--- src/rtl/ir_pkg.sv ---
package ir_pkg;

    typedef enum logic [2:0] {
        ST_IDLE,
        ST_LSPACE,
        ST_BMARK,
        ST_BSPACE,
        ST_STOP
    } ir_state_e;

    localparam int FRAME_BITS = 32;

    typedef struct packed {
        ir_state_e                state;
        logic [4:0]               cnt;
        logic [FRAME_BITS-1:0]    data;
        logic [15:0]              addr;
        logic [7:0]               cmd;
        logic [15:0]              err_raw;
        logic                     valid;
        logic                     err;
        logic                     rpt;
    } fsm_regs_t;

endpackage

--- src/rtl/ir_insync.sv ---
module ir_insync #(
    parameter int STAGES = 2
) (
    input  logic clk,
    input  logic rst_n,
    input  logic raw,
    input  logic pol_hi,
    output logic act
);
    logic [STAGES-1:0] sh_d, sh_q;

    always_comb begin
        sh_d = {sh_q[STAGES-2:0], raw};
    end

    always_ff @(posedge clk) begin
        if (!rst_n) sh_q <= {STAGES{~pol_hi}};
        else        sh_q <= sh_d;
    end

    assign act = pol_hi ? sh_q[STAGES-1] : ~sh_q[STAGES-1];

endmodule

--- src/rtl/ir_pulse_timer.sv ---
module ir_pulse_timer #(
    parameter int CLKS_PER_US = 125,
    parameter int TIMEOUT_US  = 12000,
    parameter int LEN_W       = 14
) (
    input  logic             clk,
    input  logic             rst_n,
    input  logic             act,
    output logic             ev_stb,
    output logic             ev_mark,
    output logic [LEN_W-1:0] ev_len,
    output logic             tmo
);
    localparam int PRE_W = $clog2(CLKS_PER_US + 1);

    typedef struct packed {
        logic             level;
        logic [PRE_W-1:0] pre;
        logic [LEN_W-1:0] len;
        logic             ev_stb;
        logic             ev_mark;
        logic [LEN_W-1:0] ev_len;
        logic             tmo;
    } tmr_regs_t;

    tmr_regs_t r_d, r_q;

    always_comb begin
        r_d        = r_q;
        r_d.ev_stb = 1'b0;
        r_d.tmo    = 1'b0;
        if (act != r_q.level) begin
            r_d.ev_stb  = 1'b1;
            r_d.ev_mark = r_q.level;
            r_d.ev_len  = r_q.len;
            r_d.level   = act;
            r_d.pre     = '0;
            r_d.len     = '0;
        end else if (r_q.pre == PRE_W'(CLKS_PER_US - 1)) begin
            r_d.pre = '0;
            if (r_q.len != LEN_W'(TIMEOUT_US)) begin
                r_d.len = r_q.len + 1'b1;
            end
            if (r_q.len == LEN_W'(TIMEOUT_US - 1)) begin
                r_d.tmo = 1'b1;
            end
        end else begin
            r_d.pre = r_q.pre + 1'b1;
        end
    end

    always_ff @(posedge clk) begin
        if (!rst_n) r_q <= '0;
        else        r_q <= r_d;
    end

    assign ev_stb  = r_q.ev_stb;
    assign ev_mark = r_q.ev_mark;
    assign ev_len  = r_q.ev_len;
    assign tmo     = r_q.tmo;

    // the running length never passes the timeout cap
    a_r7_len_capped: assert property (@(posedge clk) disable iff (!rst_n)
        r_q.len <= LEN_W'(TIMEOUT_US));

    // the timeout fires once per held level, never on two cycles in a row
    a_r7_tmo_single: assert property (@(posedge clk) disable iff (!rst_n)
        tmo |=> !tmo);

endmodule

--- src/rtl/ir_frame_fsm.sv ---
module ir_frame_fsm
    import ir_pkg::*;
#(
    parameter int LEN_W          = 14,
    parameter int LEAD_MARK_US   = 9000,
    parameter int LEAD_SPACE_US  = 4500,
    parameter int RPT_SPACE_US   = 2250,
    parameter int BIT_MARK_US    = 562,
    parameter int ZERO_SPACE_US  = 562,
    parameter int ONE_SPACE_US   = 1687
) (
    input  logic             clk,
    input  logic             rst_n,
    input  logic             ext_mode,
    input  logic             ev_stb,
    input  logic             ev_mark,
    input  logic [LEN_W-1:0] ev_len,
    input  logic             tmo,
    output logic [15:0]      addr_o,
    output logic [7:0]       cmd_o,
    output logic             frame_valid,
    output logic             frame_err,
    output logic [15:0]      err_raw,
    output logic             repeat_seen
);
    function automatic logic in_win(input logic [LEN_W-1:0] l, input int nom);
        int lo, hi, lv;
        lo = (nom * 3 + 3) / 4;
        hi = (nom * 5) / 4;
        lv = int'(l);
        return (lv >= lo) && (lv <= hi);
    endfunction

    fsm_regs_t r_d, r_q;
    logic      abort;
    logic      bit_one, bit_zero;

    always_comb begin
        r_d       = r_q;
        r_d.valid = 1'b0;
        r_d.err   = 1'b0;
        r_d.rpt   = 1'b0;
        abort     = 1'b0;
        bit_one   = in_win(ev_len, ONE_SPACE_US);
        bit_zero  = in_win(ev_len, ZERO_SPACE_US);

        if (r_q.state != ST_IDLE && tmo) begin
            abort = 1'b1;
        end else if (ev_stb) begin
            unique case (r_q.state)
                ST_IDLE: begin
                    if (ev_mark && in_win(ev_len, LEAD_MARK_US)) r_d.state = ST_LSPACE;
                end
                ST_LSPACE: begin
                    if (!ev_mark && in_win(ev_len, LEAD_SPACE_US)) begin
                        r_d.state = ST_BMARK;
                        r_d.cnt   = '0;
                    end else if (!ev_mark && in_win(ev_len, RPT_SPACE_US)) begin
                        r_d.rpt   = 1'b1;
                        r_d.state = ST_IDLE;
                    end else begin
                        abort = 1'b1;
                    end
                end
                ST_BMARK: begin
                    if (ev_mark && in_win(ev_len, BIT_MARK_US)) r_d.state = ST_BSPACE;
                    else                                         abort = 1'b1;
                end
                ST_BSPACE: begin
                    if (!ev_mark && (bit_one || bit_zero)) begin
                        r_d.data[r_q.cnt] = bit_one;
                        r_d.cnt           = r_q.cnt + 1'b1;
                        r_d.state         = ST_BMARK;
                        if (r_q.cnt == 5'd15 && !ext_mode &&
                            (r_d.data[7:0] ^ r_d.data[15:8]) != 8'hFF) begin
                            r_d.err     = 1'b1;
                            r_d.err_raw = r_d.data[15:0];
                            r_d.state   = ST_IDLE;
                        end else if (r_q.cnt == 5'd31) begin
                            if ((r_d.data[23:16] ^ r_d.data[31:24]) != 8'hFF) begin
                                r_d.err     = 1'b1;
                                r_d.err_raw = r_d.data[31:16];
                                r_d.state   = ST_IDLE;
                            end else begin
                                r_d.state = ST_STOP;
                            end
                        end
                    end else begin
                        abort = 1'b1;
                    end
                end
                ST_STOP: begin
                    if (ev_mark && in_win(ev_len, BIT_MARK_US)) begin
                        r_d.valid = 1'b1;
                        r_d.addr  = ext_mode ? r_q.data[15:0] : {8'h00, r_q.data[7:0]};
                        r_d.cmd   = r_q.data[23:16];
                        r_d.state = ST_IDLE;
                    end else begin
                        abort = 1'b1;
                    end
                end
                default: r_d.state = ST_IDLE;
            endcase
        end

        if (abort) begin
            r_d.err     = 1'b1;
            r_d.err_raw = '0;
            r_d.state   = ST_IDLE;
        end
    end

    always_ff @(posedge clk) begin
        if (!rst_n) begin
            r_q       <= '0;
            r_q.state <= ST_IDLE;
        end else begin
            r_q <= r_d;
        end
    end

    assign addr_o      = r_q.addr;
    assign cmd_o       = r_q.cmd;
    assign frame_valid = r_q.valid;
    assign frame_err   = r_q.err;
    assign err_raw     = r_q.err_raw;
    assign repeat_seen = r_q.rpt;

    // strobes are exclusive
    a_r9_strobes_exclusive: assert property (@(posedge clk) disable iff (!rst_n)
        $onehot0({frame_valid, frame_err, repeat_seen}));

    // a reported frame always carries a matching command complement
    a_r5_cmd_complement: assert property (@(posedge clk) disable iff (!rst_n)
        frame_valid |-> ((cmd_o ^ r_q.data[31:24]) == 8'hFF));

    // standard layout never reports a wide address
    a_r2_std_addr_width: assert property (@(posedge clk) disable iff (!rst_n)
        (frame_valid && !$past(ext_mode)) |-> (addr_o[15:8] == 8'h00));

    // a mid-frame timeout ends in idle with an error strobe
    a_r7_timeout_abort: assert property (@(posedge clk) disable iff (!rst_n)
        (tmo && r_q.state != ST_IDLE) |=> (r_q.state == ST_IDLE && frame_err));

    // outputs hold between valid frames
    a_r9_hold_outputs: assert property (@(posedge clk) disable iff (!rst_n)
        !frame_valid |=> (!frame_valid || 1'b1) && ($stable(addr_o) || frame_valid));

endmodule

--- src/rtl/ir_frame_decoder.sv ---
module ir_frame_decoder #(
    parameter int CLKS_PER_US    = 125,
    parameter int LEAD_MARK_US   = 9000,
    parameter int LEAD_SPACE_US  = 4500,
    parameter int RPT_SPACE_US   = 2250,
    parameter int BIT_MARK_US    = 562,
    parameter int ZERO_SPACE_US  = 562,
    parameter int ONE_SPACE_US   = 1687,
    parameter int TIMEOUT_US     = 12000,
    parameter int SYNC_STAGES    = 2
) (
    input  logic        clk,
    input  logic        rst_n,
    input  logic        ir_in,
    input  logic        pol_hi,
    input  logic        ext_mode,
    output logic [15:0] addr_o,
    output logic [7:0]  cmd_o,
    output logic        frame_valid,
    output logic        frame_err,
    output logic [15:0] err_raw,
    output logic        repeat_seen
);
    localparam int LEN_W = $clog2(TIMEOUT_US + 1);

    logic             act;
    logic             ev_stb, ev_mark, tmo;
    logic [LEN_W-1:0] ev_len;

    ir_insync #(.STAGES(SYNC_STAGES)) u_sync (
        .clk    (clk),
        .rst_n  (rst_n),
        .raw    (ir_in),
        .pol_hi (pol_hi),
        .act    (act)
    );

    ir_pulse_timer #(
        .CLKS_PER_US (CLKS_PER_US),
        .TIMEOUT_US  (TIMEOUT_US),
        .LEN_W       (LEN_W)
    ) u_timer (
        .clk     (clk),
        .rst_n   (rst_n),
        .act     (act),
        .ev_stb  (ev_stb),
        .ev_mark (ev_mark),
        .ev_len  (ev_len),
        .tmo     (tmo)
    );

    ir_frame_fsm #(
        .LEN_W         (LEN_W),
        .LEAD_MARK_US  (LEAD_MARK_US),
        .LEAD_SPACE_US (LEAD_SPACE_US),
        .RPT_SPACE_US  (RPT_SPACE_US),
        .BIT_MARK_US   (BIT_MARK_US),
        .ZERO_SPACE_US (ZERO_SPACE_US),
        .ONE_SPACE_US  (ONE_SPACE_US)
    ) u_fsm (
        .clk         (clk),
        .rst_n       (rst_n),
        .ext_mode    (ext_mode),
        .ev_stb      (ev_stb),
        .ev_mark     (ev_mark),
        .ev_len      (ev_len),
        .tmo         (tmo),
        .addr_o      (addr_o),
        .cmd_o       (cmd_o),
        .frame_valid (frame_valid),
        .frame_err   (frame_err),
        .err_raw     (err_raw),
        .repeat_seen (repeat_seen)
    );

endmodule

--- config.mk ---
export PLATFORM = sky130hd
export DESIGN_NAME = ir_frame_decoder
export DESIGN_NICKNAME = d
export VERILOG_FILES = /design/src/rtl/ir_pkg.sv /design/src/rtl/ir_insync.sv /design/src/rtl/ir_pulse_timer.sv /design/src/rtl/ir_frame_fsm.sv /design/src/rtl/ir_frame_decoder.sv
export SDC_FILE = /design/constraint.sdc
export NUM_CORES = 1
export LEC_CHECK = 0
export ABC_AREA = 0
export BUFFER_PORTS_ARGS = -buffer_cell sky130_fd_sc_hd__buf_2
export CELL_PAD_IN_SITES_DETAIL_PLACEMENT = 0
export CELL_PAD_IN_SITES_GLOBAL_PLACEMENT = 1
export CORE_MARGIN = 2
export CORE_UTILIZATION = 42
export CTS_CLUSTER_DIAMETER = 120
export DETAILED_ROUTE_END_ITERATION = 10
export GPL_ROUTABILITY_DRIVEN = 1
export PLACE_DENSITY_LB_ADDON = 0.05
export SETUP_SLACK_MARGIN = 0.02
export SLEW_MARGIN = 20
export SYNTH_ARGS = -nofsm -noshare
export SYNTH_HDL_FRONTEND = slang
export SYNTH_SLANG_ARGS = --single-unit
--- constraint.sdc ---
create_clock -name clk -period 3 [get_ports clk]
set_clock_uncertainty 0.2 [all_clocks]
set_input_delay 0.45 -clock clk [delete_from_list [all_inputs] [get_ports clk]]
set_output_delay 0.45 -clock clk [all_outputs]
set_load 0.03 [all_outputs]
# ---- After elaboration in Yosys (flattened, before gate mapping)
# Cells that the tools add are included.
# Widths: inputs -> output; s select.
dict set report classes {
  add_sub_neg 3
  multipliers 0
  div 0
  order_cmp 12
  n_eq_ne 18
  shifts 0
  mux 42
  bitwise 10
  n_reduce_logical 35
}
# cell n
set ops {}
lappend ops {{$mux 16} 5}
lappend ops {{$mux 40} 1}
lappend ops {{$bwmux 32} 1}
lappend ops {{$ge 14x11->1 const B} 2}
lappend ops {{$le 14x12->1 const B} 2}
lappend ops {{$mux 3} 8}
lappend ops {{$mux 1} 19}
lappend ops {{$ne 8x8->1 const B} 2}
lappend ops {{$xor 8x8->8} 2}
lappend ops {{$pmux 3 s5} 1}
lappend ops {{$add 14x1->14 const B} 1}
lappend ops {{$eq 14x14->1 const B} 1}
lappend ops {{$ge 14x12->1 const B} 1}
lappend ops {{$ge 14x13->1 const B} 1}
lappend ops {{$ge 14x9->1 const B} 1}
lappend ops {{$le 14x10->1 const B} 1}
lappend ops {{$le 14x13->1 const B} 1}
lappend ops {{$le 14x14->1 const B} 1}
lappend ops {{$logic_and 1x1->1} 14}
lappend ops {{$ne 14x14->1 const B} 1}
lappend ops {{$ne 2x1->1 const B} 5}
lappend ops {{$pmux 5 s2} 1}
lappend ops {{$not 1->1} 8}
lappend ops {{$reduce_and 4->1} 2}
lappend ops {{29 further kinds} 38}
dict set report totals {
  ff_bits 124
  latchBits 0
  ramBits 0
  mem_bits_ro 0
  output_inout_bits 43
  mem_count 0
}

# ---- Logic depth before layout (Yosys ltp)
# Gate-level depths: netlist of run 1.
dict set report logic_depth {
  word_depth 15
  mapped_depth 15
  mapped_depth_nobuf 11
}

# ---- By module
# Synthesis of run 1 repeated with hierarchy kept, for this count alone.
dict set report unflattened {
  cells_unflattened 988
  hier_area_um2 7852.5
}
# module instances cells_per_inst area_per_inst_um2
set by_module_without_submodules {}
lappend by_module_without_submodules {ir_frame_fsm 1 798 6062.1}
lappend by_module_without_submodules {ir_pulse_timer 1 183 1724.2}
lappend by_module_without_submodules {ir_insync 1 7 66.3}

# ---- Least setup slack after synthesis of run 1
# No wires, ideal clock.
dict set report synth_timing {
  path_type {reg-to-reg}
  from {register u_timer.r_q (netlist bit u_timer.ev_len[6])}
  to {register u_fsm.r_q (netlist bit u_fsm.err_raw[4])}
  setup_ps 116
  t_arrival_ps 2945
  path_slack_ps -261
  path_stages_with_launch 14
  path_buffers 4
  synth_period_minus_slack_ps 3261
  cell_sequence {dfxtp_1 -> buf_6 -> or4_4 -> o21ai_4 -> and3_1 -> buf_6 -> xnor2_1 -> a211o_1 -> o21a_1 -> buf_6 -> xnor2_4 -> buf_6 -> or4_1 -> a31o_1}
}
dict set report synth_between {
  elab_chain_cells 9
  word_cells_on_any_way 37
  cone_classes {order compare: 8; eq/ne: 2; mux: 11; bitwise: 2; reduce/logical: 14}
}
# element line
set synth_rtl {}
lappend synth_rtl {{start, declared} ir_pulse_timer.sv:26} ;# tmr_regs_t r_d, r_q;
lappend synth_rtl {{start signal, assigned} ir_pulse_timer.sv:54} ;# else r_q <= r_d;
lappend synth_rtl {{$ge 14x11->1, or another cell as far along} ir_frame_fsm.sv:31} ;# return (lv >= lo) && (lv <= hi);
lappend synth_rtl {{$logic_and 1x1->1} ir_frame_fsm.sv:31}
lappend synth_rtl {{$logic_and 1x1->1 or $logic_or 1x1->1 (tied branches)} {ir_frame_fsm.sv:58, ir_frame_fsm.sv:70}}
lappend synth_rtl {{$mux 1 or $logic_and 1x1->1 (tied branches)} {ir_frame_fsm.sv:58, ir_frame_fsm.sv:70}}
lappend synth_rtl {{$mux 1 (on tied branches)} {ir_frame_fsm.sv:55, ir_frame_fsm.sv:70}}
lappend synth_rtl {{$pmux 1 s3} ir_frame_fsm.sv:50} ;# unique case (r_q.state)
lappend synth_rtl {{$mux 1} ir_frame_fsm.sv:49} ;# end else if (ev_stb) begin
lappend synth_rtl {{$mux 1} ir_frame_fsm.sv:47} ;# if (r_q.state != ST_IDLE && tmo) begin
lappend synth_rtl {{$reduce_or 2->1 (no source line)} -}
lappend synth_rtl {{end signal, assigned} ir_frame_fsm.sv:118} ;# r_q <= r_d;
lappend synth_rtl {{end, declared} ir_frame_fsm.sv:34} ;# fsm_regs_t r_d, r_q;
# Several ways; a longest one is shown, not always the timed one. The select of a mux whose other input is x is not followed.
# A chain may end at the register's enable or synchronous reset.

# ---- Worst setup path after layout of run 1
dict set report layout_timing {
  from {register u_timer.r_q (netlist bit u_timer.ev_len[9])}
  to {register u_fsm.r_q (netlist bit u_fsm.err_raw[11])}
}
# Same word-level chain as after synthesis.

==> results.tsv, run 1 <==
metric	value	unit
GRT Residual Overflow	0	
worst path required time	3.15	ns
Post-Syn Nets	962	
CP most frequent cell	o21ai_4	
Initial Utilization	42.61	%
first drt pass iteration count	5	
violated checks	setup timing	
vias in the first global route	7443	
RSZ-0062 raised after global routing	yes	
Yosys warnings	0	
largest net degree at the start of global routing	48	
die area	19250	um^2
final worst path period share	103.4	%
final cell count without fillers	1335	
worst slack, placed	-0.3870	ns
CP max stage cell	or4_4	
multi-input logic area	4877	um^2
initial antenna violation count	0	
vias per cell	5.676	
CP Class	flip-flop to flip-flop	
Clock Latency Late Sink	0.43	ns
Synth area leader	dfxtp_1	
DP Area	8906	um^2
leakage power figure	4.010	nW
Post-synth EDFFs	0	
crit-path max FO	7	
switching power of the nets	923.3	uW
number of port buffers	47	
H-tree depth	4	
CP Capture Type	flip-flop	
Async S/R FF share, synth	0	%
fin crit period	3.103	ns
CTS clk-pin slew, worst paths	0.06	ns
internal power	2.929	mW
post-synth top area share	32.55	%
TritonCTS clock tree	yes	
Avg Inst Size Synth	8.054	um^2
Critical Path AT	3.26	ns
leading post-synthesis cells by cell area	dfxtp_1, mux2i_1, nand2_1, buf_4, nor2_1	
GRT Util Overall	27.54	%
first-pass GRT wire length	41.65	mm
fill cell count	1682	
Die W	138.8	um
setup ws final	-0.1027	ns
post-route ant nets	0	
power per cell area	377.2	nW/um^2
Fmax	322.3	MHz
Rows	49	
Tightest Pin Transition	0.9672	ns
sequential power share	43.1	%
mean routed wirelength per cell	20.33	um
Slew Limit Fails	0	
Hold Fails Final Rpt	0	
post-detail-place hpwl	20.46	mm
total wire length	27.14	mm
Seq cells post-synth	124	
Synth Flop Type	dfxtp_1	
via count	7578	
final setup violation count	14	
root buffer cell	clkbuf_16	
min-delay worst type	input pin to flip-flop	
# IOs	48	
Cells after Synth	947	
total CTS buffers	17	
status	finished with violations	
Placed Cells	1277	
Sw Ratio	23.97	%
sequential area share after synthesis	32.55	%
hold_buf cts	0	
Reg area	2504	um^2
clk buf depth	2	
Gate power share	3.1	%
Cell Chain, Critical Path	or4_4, o21ai_4, and3_4, xnor2_2, a211o_1, buf_6, o21ai_4, buf_12, mux2i_4, o41ai_2, o2bb2ai_1	
Pwr Total	3.852	mW
# Max-Cap Violations	0	
DRT iter0 DRCs	571	
count of cell types in the netlist	80	
CP Launch Type	flip-flop	
clock sink count	124	
Slew HR	35.39	%
Design Area, Final	10210	um^2
VDD IR max	351.3	uV
mapped cell area	7627	um^2
chip height	138.8	um
Area Overhead vs Synth	33.89	%
Antenna Cells	0	
Post-route DRC	0	
nets	1109	
core area	17900	um^2
peak per-stage delay on the critical path	0.55	ns
share of cells above drive strength 1	33.73	%
GPL Wtd Cong	1.014	
part of the power in the clock network	53.8	%
==> synthesized netlist by cell type, drive strengths merged (10+ instances only) <==
| cell | n |
|---|---|
| dfxtp | 124 |
| nand2 | 91 |
| nor2 | 82 |
| clkbuf | 62 |
| buf | 60 |
| mux2i | 37 |
| a21boi | 35 |
| nand3 | 35 |
| nor2b | 32 |
| a21oi | 31 |
| o21ai | 30 |
| nor3 | 29 |
| xor2 | 22 |
| inv | 21 |
| a22o | 15 |
| nand2b | 14 |
| xnor2 | 14 |
| and3 | 11 |
| o21a | 11 |
| o2bb2ai | 11 |
| or3 | 11 |
| ha | 10 |
| nand4 | 10 |
==> state kept, by name (all words and copies together) (netlist names) <==
name,cells
u_timer.r_q,22
u_timer.ev_len,14
u_fsm.frame_valid,1
u_fsm.err_raw,16
u_fsm.repeat_seen,1
u_timer.ev_mark,1
u_sync.sh_q,2
u_fsm.cmd_o,8
u_fsm.r_q,40
u_fsm.frame_err,1
u_fsm.addr_o,16
u_timer.ev_stb,1
u_timer.tmo,1
==> final cells by class <==
cell class,count,share of cell area [%]
Multi-Input combinational cell,679,47.76
Sequential cell,124,24.52
Timing Repair Buffer,250,18.29
Clock buffer,17,4.166
Tap cell,229,2.806
Clock inverter,14,1.568
Inverter,22,0.8944
==> cell families after synthesis <==
family,share of synthesized area [%]
buffers and inverters,9.924
and+or+nand+nor,23.92
DFF,32.55
AOI/OAI and AO/OA,22.29
muxes,5.299
xor gates and xnor gates,4.380
adders and majority gates,1.640
==> routing by layer <==
layer  part of all wire [%]  track usage (%)
met2                     49            46.88
met3                    5.8            5.249
met4                    3.0            11.06
met5                      0                0
met1                     43            34.43
==> power by group through the flow <==
stage | sequential (mW) | combinational [mW] | clock (mW)
final | 1.66 | 0.120 | 2.07
after global routing | 1.66 | 0.133 | 2.18
after detailed placement | 1.70 | 0.114 | 0
after global placement | 1.70 | 0.111 | 0
after floorplan | 1.70 | 0.0821 | 0
after CTS | 1.66 | 0.117 | 2.11
==> worst paths after layout <==
kind                             startpoint                             end  slack (ns)  cells after the start
min                                   ir_in          u_sync.sh_q[0]$_DFF_P_        0.02                      3
max          u_timer.ev_len[9]$_SDFFE_PN0P_  u_fsm.err_raw[11]$_SDFFE_PP0P_       -0.10                     11
min reg2reg          u_sync.sh_q[0]$_DFF_P_          u_sync.sh_q[1]$_DFF_P_        0.25                      2
max reg2reg  u_timer.ev_len[9]$_SDFFE_PN0P_  u_fsm.err_raw[11]$_SDFFE_PP0P_       -0.10                     11
==> metrics by stage <==
step / TNS, ns / hold WS, ns / util (%)
floorplan: -1.389 / 0.2056 / -
global placement: -4.831 / 0.2164 / 49.75
detailed placement: -5.569 / 0.2382 / 49.75
CTS: -1.319 / 0.004102 / 55.03
global route: -2.528 / 0.02872 / 57.05
finish: -0.8352 / 0.01728 / 57.05
==> worst max-delay path, delay by kind of cell, from the launching register on <==
family	cells	cell delay, ns
xor+xnor	1	0.07
simple gates	2	0.81
mux	1	0.27
flops	1	0.32
buf+inv	2	0.33
compound gates	5	1.01
==> layout by cell type (no fill, tap or decap), drive strengths merged, types with 9 or more instances in the layout <==
cell type | Yosys | routed
clkbuf | 62 | 17
nand4 | 10 | 10
o2bb2ai | 11 | 11
xnor2 | 14 | 14
xor2 | 22 | 22
o21a | 11 | 11
nor2b | 32 | 32
nand3 | 35 | 35
or3 | 11 | 11
and3 | 11 | 11
nor3 | 29 | 29
buf | 60 | 250
dfxtp | 124 | 124
a22o | 15 | 15
nand2 | 91 | 91
nand2b | 14 | 14
o211ai | 9 | 9
nor2 | 82 | 82
a21oi | 31 | 31
a21boi | 35 | 35
mux2i | 37 | 37
ha | 10 | 10
o21ai | 30 | 30
inv | 21 | 25
==> repair_timing <==
action	CTS	global route
cloned	1	0
gates resized for setup	60	66
pin swaps	19	27
setup buffers	13	15
setup endpoints to repair	36	39
No activity file was read; power rests on OpenSTA's default activity.
==> inputs of run 2 (changes only) <==
--- a/config.mk
+++ b/config.mk
@@ -7,10 +7,8 @@
 export LEC_CHECK = 0
 export ABC_AREA = 0
 export BUFFER_PORTS_ARGS = -buffer_cell sky130_fd_sc_hd__buf_2
-export CELL_PAD_IN_SITES_DETAIL_PLACEMENT = 0
-export CELL_PAD_IN_SITES_GLOBAL_PLACEMENT = 1
 export CORE_MARGIN = 2
-export CORE_UTILIZATION = 42
+export CORE_UTILIZATION = 56
 export CTS_CLUSTER_DIAMETER = 120
 export DETAILED_ROUTE_END_ITERATION = 10
 export GPL_ROUTABILITY_DRIVEN = 1
==> results.tsv, run 2 (synthesis gave the netlist of run 1 again) <==
metric	value	unit	change
status	finished with violations		unchanged
violated checks	setup timing		unchanged
H-tree depth	4		unchanged
power per cell area	382.1	nW/um^2	was 377.2 nW/um^2
fill cell count	993		was 1,682
vias per cell	6.282		was 5.676
# Max-Cap Violations	0		unchanged
Rows	42		was 49
VDD IR max	447.6	uV	was 351.3 uV
CP Class	flip-flop to flip-flop		unchanged
initial antenna violation count	0		unchanged
Antenna Cells	0		unchanged
post-detail-place hpwl	18.09	mm	was 20.46 mm
hold path start	ir_in		unchanged
Slew Limit Fails	0		unchanged
Layout Utilization	73.03	%	was 57.05%
CP Launch Type	flip-flop		unchanged
Die W	120.7	um	was 138.8 um
Fmax	320.5	MHz	was 322.3 MHz
worst path required time	3.11	ns	was 3.15 ns
die area	14570	um^2	was 19,250 um^2
clk buf depth	2		unchanged
Biggest register	u_fsm.r_q		unchanged
RSZ-0062 raised after global routing	yes		unchanged
final setup violation count	16		was 14
fin crit period	3.121	ns	was 3.103 ns
chip height	120.7	um	was 138.8 um
core area	13300	um^2	was 17,900 um^2
FF-to-FF Start	u_fsm.r_q[75]$_SDFFE_PN0P_		was u_timer.ev_len[9]$_SDFFE_PN0P_
Placed Cells	1187		was 1,277
DRT iter0 DRCs	671		was 571
nets	1061		was 1,109
root buffer cell	clkbuf_16		unchanged
commonest cells after routing, fill and taps aside	buf_4, dfxtp_1, nand2_1, nor2_1, buf_2		unchanged
min-delay worst type	input pin to flip-flop		unchanged
Post-route DRC	0		unchanged
setup ws final	-0.1205	ns	was -0.1027 ns
via count	7752		was 7,578
largest net degree at the start of global routing	49		was 48
total wire length	25.26	mm	was 27.14 mm
vias in the first global route	7449		was 7,443
TritonCTS clock tree	yes		unchanged
Critical Path AT	3.24	ns	was 3.26 ns
total CTS buffers	17		unchanged
Setup crit start	u_fsm.r_q[75]$_SDFFE_PN0P_		was u_timer.ev_len[9]$_SDFFE_PN0P_
hold_buf cts	0		unchanged
Slew HR	37.17	%	was 35.39%
Design Area, Final	9709	um^2	was 10,210 um^2
commonest non-fill, non-tap cell in the layout	buf_4		unchanged
Area Overhead vs Synth	27.30	%	was 33.89%
final worst path period share	104.0	%	was 103.4%
mean routed wirelength per cell	20.47	um	was 20.33 um
Initial Utilization	57.37	%	was 42.61%
leakage power figure	3.752	nW	was 4.010 nW
CP Capture Type	flip-flop		unchanged
post-route ant nets	0		unchanged
Clock Latency Late Sink	0.42	ns	was 0.43 ns
number of port buffers	47		unchanged
Pwr Total	3.710	mW	was 3.852 mW
DP Area	8549	um^2	was 8906 um^2
final cell count without fillers	1234		was 1,335
# IOs	48		unchanged
Hold Fails Final Rpt	0		unchanged
GRT Residual Overflow	0		unchanged
GPL Wtd Cong	0.9836		was 1.014
CTS clk-pin slew, worst paths	0.06	ns	about the same
Top Registers	u_fsm.r_q x40, u_timer.r_q x22		unchanged
first drt pass iteration count	7		was 5
Final Hold Slack	0.02305	ns	was 0.01728 ns
first-pass GRT wire length	38.74	mm	was 41.65 mm
crit-path max FO	7		unchanged
clock sink count	124		unchanged
max FFs per register	40		unchanged
share of cells above drive strength 1	29.77	%	was 33.73%
Tightest Pin Transition	0.9405	ns	was 0.9672 ns
GRT Util Overall	34.14	%	was 27.54%
==> run 2: path summary, 6_finish.rpt <==
check | endpoint | slack (ns) | cells past startpoint
setup / recovery | u_fsm.err_raw[3]$_SDFFE_PP0P_ | -0.12 | 10
hold / removal | u_sync.sh_q[0]$_DFF_P_ | 0.02 | 3
setup reg to reg | u_fsm.err_raw[3]$_SDFFE_PP0P_ | -0.12 | 10
hold reg to reg | u_sync.sh_q[1]$_DFF_P_ | 0.24 | 2
==> run 2: layer usage <==
| layer | track usage [%] | wire length [um] |
|---|---|---|
| met5 | 0 | 0 |
| met4 | 19.11 | 1140 |
| met3 | 6.321 | 1421 |
| met2 | 59.22 | 12810 |
| met1 | 39.41 | 9883 |
==> run 2: metrics by stage <==
| stage | TNS [ns] | setup slack, ns |
|---|---|---|
| after global placement | -2.812 | -0.2299 |
| after detailed placement | -4.363 | -0.2378 |
| after floorplan | -1.389 | -0.2342 |
| after CTS | 0 | 0.003405 |
| after global routing | -2.380 | -0.2224 |
| final | -1.003 | -0.1205 |
==> run 2: timing repair <==
| action | in CTS | in global routing |
|---|---|---|
| gates resized for setup | 40 | 68 |
| pin swaps | 16 | 18 |
| buffers inserted | 8 | 9 |
| setup endpoints to repair | 42 | 47 |
==> run 2: worst max-delay path, stage by stage, from the launching register on <==
cell and delay (ns):
dfxtp_4 0.37, inv_4 0.09, ha_4 0.17, nand3b_1 0.21, a222oi_1 0.54, mux2i_1 0.21
o21bai_4 0.23, o21a_4 0.22, xnor2_4 0.15, or4_1 0.41, a31o_2 0.21
==> run 2: layout make-up <==
cell class	count	area [um^2]	area share (%)
clock inverters	11	96.34	0.9923
flip-flops and latches	124	2499	25.73
repair buffers	202	1504	15.49
multi-input cells	679	4856	50.01
inverters	22	87.58	0.9021
clock buffers	20	446.7	4.601
well taps	176	220.2	2.268
==> run 2: report_power, final <==
| group | total, mW | switching, mW | internal (mW) |
|---|---|---|---|
| Clock | 1.93 | 0.778 | 1.15 |
| Combinational | 0.121 | 0.0805 | 0.0404 |
| Sequential | 1.66 | 0.00655 | 1.65 |
| Total | 3.71 | 0.865 | 2.84 |
==> inputs of run 3 (changes only) <==
--- a/config.mk
+++ b/config.mk
@@ -7,6 +7,7 @@
 export LEC_CHECK = 0
 export ABC_AREA = 0
 export BUFFER_PORTS_ARGS = -buffer_cell sky130_fd_sc_hd__buf_2
+export CORE_ASPECT_RATIO = 0.7
 export CORE_MARGIN = 2
 export CORE_UTILIZATION = 56
 export CTS_CLUSTER_DIAMETER = 120
==> results.tsv, run 3 (synthesis gave the netlist of run 1 again) <==
metric	value	unit	change
post-detail-place hpwl	19.55	mm	was 18.09 mm
final setup violation count	17		was 16
worst path required time	3.16	ns	was 3.11 ns
part of the power in the clock network	53.6	%	was 52.0%
Top Registers	u_fsm.r_q x40, u_timer.r_q x22		unchanged
VDD IR max	371.2	uV	was 447.6 uV
CP Launch Type	flip-flop		unchanged
min-delay worst type	input pin to flip-flop		unchanged
Placed Cells	1221		was 1,187
CTS clk-pin slew, worst paths	0.07	ns	was 0.06 ns
vias in the first global route	7411		was 7,449
Fmax	314.6	MHz	was 320.5 MHz
leakage power figure	4.008	nW	was 3.752 nW
RSZ-0062 raised after global routing	yes		unchanged
cells on worst reg2reg path	12		was 10
mean routed wirelength per cell	21.61	um	was 20.47 um
final worst path period share	106.0	%	was 104.0%
CP Class	flip-flop to flip-flop		unchanged
setup_tns	-2.228	ns	was -1.003 ns
clk buf depth	2		unchanged
first drt pass iteration count	8		was 7
Gate power share	3.4	%	was 3.3%
Reg area	2506	um^2	was 2499 um^2
met2 wire length	11.78	mm	was 12.81 mm
commonest cells after routing, fill and taps aside	buf_4, dfxtp_1, nand2_1, nor2_1, buf_2		unchanged
Initial Utilization	57.67	%	was 57.37%
multi-input logic area	4964	um^2	was 4856 um^2
GPL Wtd Cong	1.034		was 0.9836
Antenna Cells	0		unchanged
Rows	35		was 42
vias per cell	6.225		was 6.282
Clock Latency Late Sink	0.43	ns	was 0.42 ns
Tightest Pin Transition	0.6963	ns	was 0.9405 ns
GRT Util Overall	37.16	%	was 34.14%
final cell count without fillers	1278		was 1,234
total wire length	27.62	mm	was 25.26 mm
nets	1095		was 1,061
chip height	101.6	um	was 120.7 um
largest net degree at the start of global routing	60		was 49
H-tree depth	4		unchanged
GRT Residual Overflow	0		unchanged
total CTS buffers	17		unchanged
Sw Ratio	27.20	%	was 23.32%
root buffer cell	clkbuf_16		unchanged
clock sink count	124		unchanged
CP Capture Type	flip-flop		unchanged
Hold Fails Final Rpt	0		unchanged
crit-path max FO	8		was 7
core area	13230	um^2	was 13,300 um^2
die area	14580	um^2	was 14,570 um^2
internal power	2.814	mW	was 2.845 mW
Detail Route met3 WL	3.148	mm	was 1.421 mm
DRT iter0 DRCs	1123		was 671
Slew HR	53.19	%	was 37.17%
status	finished with violations		unchanged
Area Overhead vs Synth	33.35	%	was 27.30%
# IOs	48		unchanged
fill cell count	957		was 993
setup ws final	-0.1790	ns	was -0.1205 ns
Pwr Total	3.865	mW	was 3.710 mW
hold path depth	3		unchanged
top routing layer in use	met4		unchanged
via count	7956		was 7,752
fin crit period	3.179	ns	was 3.121 ns
Post-route DRC	0		unchanged
DRT met1 WL	12.06	mm	was 9.883 mm
Biggest register	u_fsm.r_q		unchanged
share of cells above drive strength 1	33.49	%	was 29.77%
first-pass GRT wire length	41.34	mm	was 38.74 mm
commonest non-fill, non-tap cell in the layout	buf_4		unchanged
# Max-Cap Violations	0		unchanged
max FFs per register	40		unchanged
TritonCTS clock tree	yes		unchanged
initial antenna violation count	0		unchanged
power per cell area	380.0	nW/um^2	was 382.1 nW/um^2
switching power of the nets	1.051	mW	was 865.2 uW
post-route ant nets	0		unchanged
Slew Limit Fails	0		unchanged
violated checks	setup timing		unchanged
Die W	143.5	um	was 120.7 um
sequential power share	43.0	%	was 44.8%
Critical Path AT	3.34	ns	was 3.24 ns
number of port buffers	47		unchanged
-- run 3: changes by cell type in the layout (fill, tap and decap cells not counted), sizes merged, moves of 3 or more --
| cell | before | now |
|---|---|---|
| buf | 202 | 235 |
| inv | 22 | 31 |
| clkbuf | 20 | 17 |
| clkinvlp | 5 | 0 |
-- run 3: layout make-up --
cell class | count | area share (%)
clock buffers | 17 | 4.183
repair buffers | 235 | 17.60
flip-flops and latches | 124 | 24.64
well taps | 185 | 2.276
inverters | 22 | 0.8611
clock inverters | 15 | 1.636
multi-input cells | 680 | 48.80
-- run 3: worst paths after layout --
kind | startpoint | end | slack [ns]
hold reg to reg | u_sync.sh_q[0]$_DFF_P_ | u_sync.sh_q[1]$_DFF_P_ | 0.24
setup / recovery | u_timer.ev_len[7]$_SDFFE_PN0P_ | u_fsm.err_raw[9]$_SDFFE_PP0P_ | -0.18
hold / removal | ir_in | u_sync.sh_q[0]$_DFF_P_ | 0.02
setup reg to reg | u_timer.ev_len[7]$_SDFFE_PN0P_ | u_fsm.err_raw[9]$_SDFFE_PP0P_ | -0.18
-- run 3: layer usage --
layer,GRT usage [%],up-vias
li1,-,3619
met4,11.76,0
met3,10.12,74
met1,53.43,3776
met2,53.99,487
met5,0,-
-- run 3: stage by stage --
stage               hold WS (ns)  utilization [%]  instance area [um^2]  setup WS (ns)
finish                   0.01928            76.91                 10170        -0.1790
global placement          0.2073            66.24                  8761        -0.5289
global route             0.03447            76.91                 10170        -0.3221
detailed placement        0.2376            66.24                  8761        -0.5014
floorplan                 0.2056                -                  7704        -0.2342
CTS                      0.02079            73.33                  9698        -0.1259
-- run 3: power by group through the flow --
stage / Sequential [mW] / Clock (mW) / Combinational, mW
after floorplan: 1.70 / 0 / 0.0821
after global placement: 1.70 / 0 / 0.107
after detailed placement: 1.70 / 0 / 0.115
after CTS: 1.66 / 2.07 / 0.119
after global routing: 1.66 / 2.16 / 0.141
final: 1.66 / 2.07 / 0.133
-- run 3: critical path, cell delays in order, from the launching register on --
cell	delay, ns
dfxtp_2	0.33
or4_4	0.55
o21ai_4	0.21
and3_4	0.28
xnor2_4	0.08
a211o_1	0.30
buf_6	0.13
o21ai_4	0.26
buf_12	0.19
mux2i_2	0.22
buf_4	0.15
o41ai_2	0.07
o2bb2ai_1	0.14
-- run 3: timing repair --
action / in CTS / in global routing
endpoints found under the setup margin: 31 / 31
cloned: 0 / 1
endpoints found under the hold margin: 0 / 0
resized for setup: 60 / 82
hold buffers: 0 / 0
setup buffers: 14 / 12
pin swaps: 20 / 31
